### config.mk
export PLATFORM = sky130hd
export DESIGN_NAME = edge_delta_enc
export DESIGN_NICKNAME = d
export VERILOG_FILES = /design/src/rtl/edge_delta_pkg.sv /design/src/rtl/edge_delta_datapath.sv /design/src/rtl/edge_delta_control.sv /design/src/rtl/edge_delta_enc.sv
export SDC_FILE = /design/constraint.sdc
export NUM_CORES = 1
export LEC_CHECK = 0
export ABC_AREA = 1
export BUFFER_PORTS_ARGS = -buffer_cell sky130_fd_sc_hd__buf_4
export CAP_MARGIN = 20
export CORE_MARGIN = 10
export CORE_UTILIZATION = 62
export DETAILED_ROUTE_END_ITERATION = 7
export PLACE_DENSITY = 0.84
export SLEW_MARGIN = 5
export SYNTH_ARGS = -nofsm -noshare
export SYNTH_HDL_FRONTEND = slang
export SYNTH_SLANG_ARGS = --single-unit
### constraint.sdc
create_clock -name clk -period 10.6 [get_ports clk]
set_input_delay 0 -clock clk [delete_from_list [all_inputs] [get_ports clk]]
set_output_delay 0 -clock clk [all_outputs]
set_load 0.01 [all_outputs]
### src/rtl/edge_delta_pkg.sv
package edge_delta_pkg;

  // Strobes from control to datapath
  typedef struct packed {
    logic captureEn;   // latch fastCount as the new start point
    logic sampleEn;    // register encoded delta / nibble
    logic holdLowEn;   // keep current nibble as the low half
    logic loadRaw;     // load output byte from raw delta
    logic loadPacked;  // load output byte from two nibbles
  } dpCtrl_t;

  // Status from datapath to control
  typedef struct packed {
    logic edgeSeen;    // synchronized reference changed level
    logic edgeFall;    // ... and the change was high to low
    logic deltaClip;   // delta exceeded its field
    logic devClip;     // deviation exceeded the nibble range
  } dpStat_t;

endpackage

### src/rtl/edge_delta_datapath.sv
module edge_delta_datapath
  import edge_delta_pkg::*;
#(
  parameter int CNT_W       = 16,
  parameter int DELTA_W     = 6,
  parameter int DEV_W       = 4,
  parameter int BYTE_W      = 8,
  parameter int SYNC_STAGES = 2
) (
  input  logic               clk,
  input  logic               rstN,
  input  logic [CNT_W-1:0]   fastCount,
  input  logic               refIn,
  input  logic [DELTA_W-1:0] expected,
  input  dpCtrl_t            ctrl,
  output dpStat_t            stat,
  output logic [BYTE_W-1:0]  outData
);

  localparam int DELTA_MAX = (1 << DELTA_W) - 1;
  localparam int DEV_MAX   = (1 << (DEV_W - 1)) - 1;
  localparam int DEV_MIN   = -(1 << (DEV_W - 1));
  localparam int DEVX_W    = DELTA_W + 2;
  localparam logic signed [DEVX_W-1:0] DEV_HI = DEVX_W'(DEV_MAX);
  localparam logic signed [DEVX_W-1:0] DEV_LO = DEVX_W'(DEV_MIN);

  // Synchronizer chain, one flop per stage
  logic [SYNC_STAGES-1:0] syncReg;
  genvar g;
  generate
    for (g = 0; g < SYNC_STAGES; g++) begin : gSync
      if (g == 0) begin : gFirst
        always_ff @(posedge clk) begin
          if (!rstN) syncReg[0] <= 1'b0;
          else       syncReg[0] <= refIn;
        end
      end else begin : gNext
        always_ff @(posedge clk) begin
          if (!rstN) syncReg[g] <= 1'b0;
          else       syncReg[g] <= syncReg[g-1];
        end
      end
    end
  endgenerate

  logic refSync;
  logic refPrev;
  assign refSync = syncReg[SYNC_STAGES-1];

  always_ff @(posedge clk) begin
    if (!rstN) refPrev <= 1'b0;
    else       refPrev <= refSync;
  end

  // Interval measurement
  logic [CNT_W-1:0]   lastCount;
  logic [CNT_W-1:0]   deltaFull;
  logic [DELTA_W-1:0] deltaCut;
  logic               deltaOver;

  always_ff @(posedge clk) begin
    if (!rstN)               lastCount <= '0;
    else if (ctrl.captureEn) lastCount <= fastCount;
  end

  assign deltaFull = fastCount - lastCount;
  assign deltaOver = (deltaFull > CNT_W'(DELTA_MAX));
  assign deltaCut  = deltaOver ? DELTA_W'(DELTA_MAX) : deltaFull[DELTA_W-1:0];

  // Deviation from nominal, saturated into a nibble
  logic signed [DEVX_W-1:0] devWide;
  logic                     devHiClip;
  logic                     devLoClip;
  logic [DEV_W-1:0]         devNib;

  assign devWide   = $signed({2'b00, deltaCut}) - $signed({2'b00, expected});
  assign devHiClip = (devWide > DEV_HI);
  assign devLoClip = (devWide < DEV_LO);

  always_comb begin
    if (devHiClip)      devNib = DEV_W'(DEV_MAX);
    else if (devLoClip) devNib = DEV_W'(DEV_MIN);
    else                devNib = devWide[DEV_W-1:0];
  end

  assign stat.edgeSeen  = refSync ^ refPrev;
  assign stat.edgeFall  = refPrev & ~refSync;
  assign stat.deltaClip = deltaOver;
  assign stat.devClip   = devHiClip | devLoClip;

  // Sample stage and packing
  logic [DELTA_W-1:0] sampleDelta;
  logic [DEV_W-1:0]   sampleNib;
  logic [DEV_W-1:0]   heldLow;

  always_ff @(posedge clk) begin
    if (!rstN) begin
      sampleDelta <= '0;
      sampleNib   <= '0;
    end else if (ctrl.sampleEn) begin
      sampleDelta <= deltaCut;
      sampleNib   <= devNib;
    end
  end

  always_ff @(posedge clk) begin
    if (!rstN)               heldLow <= '0;
    else if (ctrl.holdLowEn) heldLow <= sampleNib;
  end

  always_ff @(posedge clk) begin
    if (!rstN)                outData <= '0;
    else if (ctrl.loadRaw)    outData <= BYTE_W'(sampleDelta);
    else if (ctrl.loadPacked) outData <= BYTE_W'({sampleNib, heldLow});
  end

endmodule

### src/rtl/edge_delta_control.sv
module edge_delta_control
  import edge_delta_pkg::*;
(
  input  logic    clk,
  input  logic    rstN,
  input  dpStat_t stat,
  input  logic    rawMode,
  input  logic    clrFlags,
  input  logic    outReady,
  output dpCtrl_t ctrl,
  output logic    outValid,
  output logic    overflowFlag,
  output logic    overrunFlag
);

  logic primed;       // a start point has been captured
  logic sampleStb;    // sample stage holds a fresh value
  logic sampleFall;   // that value ended on a falling edge
  logic holdValid;    // low nibble waiting for its partner

  logic takeSample;
  logic wantRaw;
  logic wantPacked;
  logic holdLow;
  logic outFree;
  logic dropNow;
  logic ovfSet;

  assign takeSample = stat.edgeSeen & primed;
  assign ovfSet     = takeSample & (stat.deltaClip | (~rawMode & stat.devClip));

  always_ff @(posedge clk) begin
    if (!rstN) begin
      primed     <= 1'b0;
      sampleStb  <= 1'b0;
      sampleFall <= 1'b0;
    end else begin
      if (stat.edgeSeen) primed <= 1'b1;
      sampleStb  <= takeSample;
      sampleFall <= stat.edgeFall;
    end
  end

  // Decide what the sample stage contributes
  always_comb begin
    wantRaw    = 1'b0;
    wantPacked = 1'b0;
    holdLow    = 1'b0;
    if (sampleStb) begin
      if (rawMode)         wantRaw    = 1'b1;
      else if (sampleFall) holdLow    = 1'b1;
      else if (holdValid)  wantPacked = 1'b1;
    end
  end

  assign outFree = ~outValid | outReady;
  assign dropNow = (wantRaw | wantPacked) & ~outFree;

  assign ctrl.captureEn  = stat.edgeSeen;
  assign ctrl.sampleEn   = takeSample;
  assign ctrl.holdLowEn  = holdLow;
  assign ctrl.loadRaw    = wantRaw & outFree;
  assign ctrl.loadPacked = wantPacked & outFree;

  always_ff @(posedge clk) begin
    if (!rstN)                          holdValid <= 1'b0;
    else if (rawMode)                   holdValid <= 1'b0;
    else if (holdLow)                   holdValid <= 1'b1;
    else if (sampleStb && !sampleFall)  holdValid <= 1'b0;
  end

  always_ff @(posedge clk) begin
    if (!rstN)                                 outValid <= 1'b0;
    else if (ctrl.loadRaw || ctrl.loadPacked)  outValid <= 1'b1;
    else if (outReady)                         outValid <= 1'b0;
  end

  always_ff @(posedge clk) begin
    if (!rstN) begin
      overflowFlag <= 1'b0;
      overrunFlag  <= 1'b0;
    end else begin
      if (ovfSet)        overflowFlag <= 1'b1;
      else if (clrFlags) overflowFlag <= 1'b0;
      if (dropNow)       overrunFlag  <= 1'b1;
      else if (clrFlags) overrunFlag  <= 1'b0;
    end
  end

endmodule

### src/rtl/edge_delta_enc.sv
module edge_delta_enc
  import edge_delta_pkg::*;
#(
  parameter int CNT_W       = 16,
  parameter int DELTA_W     = 6,
  parameter int DEV_W       = 4,
  parameter int BYTE_W      = 8,
  parameter int SYNC_STAGES = 2
) (
  input  logic               clk,
  input  logic               rstN,
  input  logic [CNT_W-1:0]   fastCount,
  input  logic               refIn,
  input  logic [DELTA_W-1:0] expected,
  input  logic               rawMode,
  input  logic               clrFlags,
  input  logic               outReady,
  output logic [BYTE_W-1:0]  outData,
  output logic               outValid,
  output logic               overflowFlag,
  output logic               overrunFlag
);

  dpCtrl_t ctrl;
  dpStat_t stat;

  edge_delta_datapath #(
    .CNT_W(CNT_W), .DELTA_W(DELTA_W), .DEV_W(DEV_W),
    .BYTE_W(BYTE_W), .SYNC_STAGES(SYNC_STAGES)
  ) uDatapath (
    .clk(clk), .rstN(rstN), .fastCount(fastCount), .refIn(refIn),
    .expected(expected), .ctrl(ctrl), .stat(stat), .outData(outData)
  );

  edge_delta_control uControl (
    .clk(clk), .rstN(rstN), .stat(stat), .rawMode(rawMode),
    .clrFlags(clrFlags), .outReady(outReady), .ctrl(ctrl),
    .outValid(outValid), .overflowFlag(overflowFlag),
    .overrunFlag(overrunFlag)
  );

endmodule

==> impl_metrics.yaml <==
worst_setup_path:
  cp_slowest_stage_delay_ns: 0.54
  startpoint_type: "primary input"
  required_ns: 10.81
  cp_max_fo: 7
  cp_slowest_cell: "dlygate4sd3_1"
  crit_type: "in -> reg"
  worstPathArrival_ns: 4.16
  r2r_slack_ns: 6.76
  worst_path_most_repeated_cell: "nand2_1"
  cp-end-kind: "flip-flop"
power:
  p_clk_frac: 0.275
  seq_power_share: 0.435
  p_per_area_nw_per_um2: 114
  p_leak_uw: 0.00189
  p_int_uw: 289
  peakVddDrop_mv: 0.0694
  swShare: 0.334
  power_frac_comb: 0.290
  p_switching_uw: 145
clocking:
  cts-htree-levels: 2
  clk_latency_ns: 0.31
  hold_buffers: 18
  cts.sinks: 48
  root_buffer: "clkbuf_8"
  cts_buffer_depth: 2
  clkSlewWorstSetupHoldPaths_ns: 0.09
  post-cts-setup-buffers: 0
  cts_resized: 0
  cts_made_buffers: 5
  cts_tree: "done"
sta:
  worstMarginPinSlew_ns: 0.911
  fin_skew_ns: 0.00561
  clock.fmax_ghz: 0.254
  hold_viol: 0
  period_needed_ns: 3.94
  finalSetupTns_ns: 0
  fin_ws_ns: 6.66
  layout_worst_path_cycle_share: 0.372
  slew_violations: 0
  setup_violations: 0
  rsz0062_at_grt: "false"
  relSlewSlack: 0.392
  whs_ns: 0.0294
synth:
  synth_cells: 481
  synthMuxAreaShare: 0
  synth_top_area_frac: 0.302
  async_flop_share: 0
  synth.avg_cell_area_sq_um: 6.61
  synthTopCellsByArea: "dfxtp_1 (30%), nand2_1 (15%), inv_1 (11%), ha_1 (8.7%), a21oi_1 (6.3%)"
  syn_nets: 533
  synth_seq_cells: 48
  synth_fa_ha_area_frac: 0.0991
  synth.top_cells.by_count: "nand2_1 (128), inv_1 (89), dfxtp_1 (48)"
  ys_types: 30
  synth_simple_gate_area_share: 0.312
  synth-compound-area-share: 0.144
  synth_ff_type: "dfxtp_1"
  synth_top_family_by_area: "simple AND/OR/NAND/NOR gates"
  seq_area_frac_synth: 0.302
  synth-warning-count: 0
  synth_edf_count: 0
  yosys.area.top_type: "dfxtp_1"
  synth-xor-area-share: 0.0248
  yosysMostFrequentCell: "nand2_1"
  netlist_area_sq_um: 3180
floorplanning:
  coreArea_sq_um: 5040
  die_h_um: 91.6
  die_w_um: 91.6
  ios: 39
  row_count: 26
  initial_core_util: 0.631
  die_area_sq_um: 8400
drt:
  vias: 3031
  drt-pass1-iter-count: 4
  initialDrtViolationCount: 125
  vias_per_cell: 5.00
  wl_um: 7300
  wl_met1_um: 3560
  ant_nets: 0
  top_layer_used: "met4"
  wl_met2_um: 3300
  wire_per_inst_um: 12.0
  drc_errors: 0
  dr_wl_met3_um: 349
final_layout:
  layout-drive-gt1-share: 0.140
  num_antenna_cells: 0
  fillers: 416
  syn_to_final_growth_pct: 19.3
  finalInstanceArea_sq_um: 3790
  nNetsFinal: 587
  post-route-util: 0.753
placement:
  io_buffer_count: 38
  dpl_cell_area_sq_um: 3520
  place_ws_ns: 6.79
  dp_hpwl_um: 5540
  gp_congestion: 0.935
grt:
  grt_max_degree: 43
  grt_usage: 0.179
  grt_pass1_wl_um: 12900
  globalRoute.totalOverflow: 0
  grt_pass1_vias: 2880
  antenna_found_initial: 0
status:
  status: "complete, no violations"
min_path:
  hp-class: "in -> reg"
run:
  max_cap_viol_count: 0
[critical path: cells and delay by family]
| kind | cells | cell delay, ns |
|---|---|---|
| AO/OA/AOI/OAI | 1 | 0.34 |
| adder cells (fa/ha/maj) | 4 | 1.10 |
| buffers and inverters | 6 | 0.94 |
| XOR/XNOR | 1 | 0.17 |
| AND/OR/NAND/NOR | 18 | 1.59 |
[power groups by stage]
| stage | clock network, uW | logic, uW | registers (uW) |
|---|---|---|---|
| floorplan | 0 | 90.8 | 193 |
| global placement | 0 | 117 | 193 |
| detailed placement | 0 | 119 | 193 |
| CTS | 123 | 125 | 189 |
| global route | 127 | 143 | 190 |
| finish | 119 | 126 | 189 |
[routing by layer]
metal  track usage  vias up
li1              -     1625
met1         0.230     1341
met2         0.298       58
met3        0.0334        7
met5             0        -
met4        0.0535        0
[layout by cell type, fill, tap and decap left out, drive strengths merged]
| cell | n |
|---|---|
| nand3b | 1 |
| clkbuf | 6 |
| a21oi | 41 |
| nand2 | 137 |
| a21o | 2 |
| and2 | 3 |
| dfxtp | 48 |
| clkinv | 2 |
| buf | 38 |
| a2111oi | 1 |
| nand4 | 4 |
| nand3 | 32 |
| dlygate4sd3 | 18 |
| nor2 | 34 |
| a31oi | 7 |
| ha | 22 |
| fa | 2 |
| xnor2 | 5 |
| inv | 91 |
| o21ai | 36 |
| xor2 | 4 |
| nor3 | 2 |
[kinds of logic (layout without fill, tap and decap cells)]
kind of cell | count (synthesis) | after routing
xor+xnor | 9 | 9
fa+ha+maj | 24 | 24
simple gates | 213 | 213
flops | 48 | 48
compound gates | 87 | 87
buf+inv | 100 | 155
[path summary, 6_finish.rpt]
kind	start	endpoint	depth (start not counted)
hold / removal	outReady	uControl.overrunFlag	4
setup reg to reg	uDatapath.lastCount[0]	uControl.overflowFlag	27
setup / recovery	fastCount[0]	uControl.overflowFlag	30
hold reg to reg	uDatapath.syncReg[0]	uDatapath.refSync	2
[registers in the layout (all words and copies together), names as in the netlist, 4 cells and up]
register	flops
uDatapath.heldLow	4
uDatapath.sampleDelta	6
uDatapath.sampleNib	4
uDatapath.lastCount	16
uDatapath.outData	8
[stage by stage]
stage	cells	power (uW)
after floorplan	481	284
after global placement	580	310
after detailed placement	580	312
after CTS	606	437
after global routing	606	459
final	606	434
[cell type report]
type | instances | area (sq um) | share of cell area
multi-input combinational | 333 | 1840 | 0.486
timing repair buffer | 56 | 465 | 0.123
sequential | 48 | 961 | 0.253
clock buffer | 6 | 82.6 | 0.0218
tap | 70 | 87.6 | 0.0231
inverter | 91 | 342 | 0.0900
clock inverter | 2 | 13.8 | 0.00363
(Power assumes the default switching activity.)
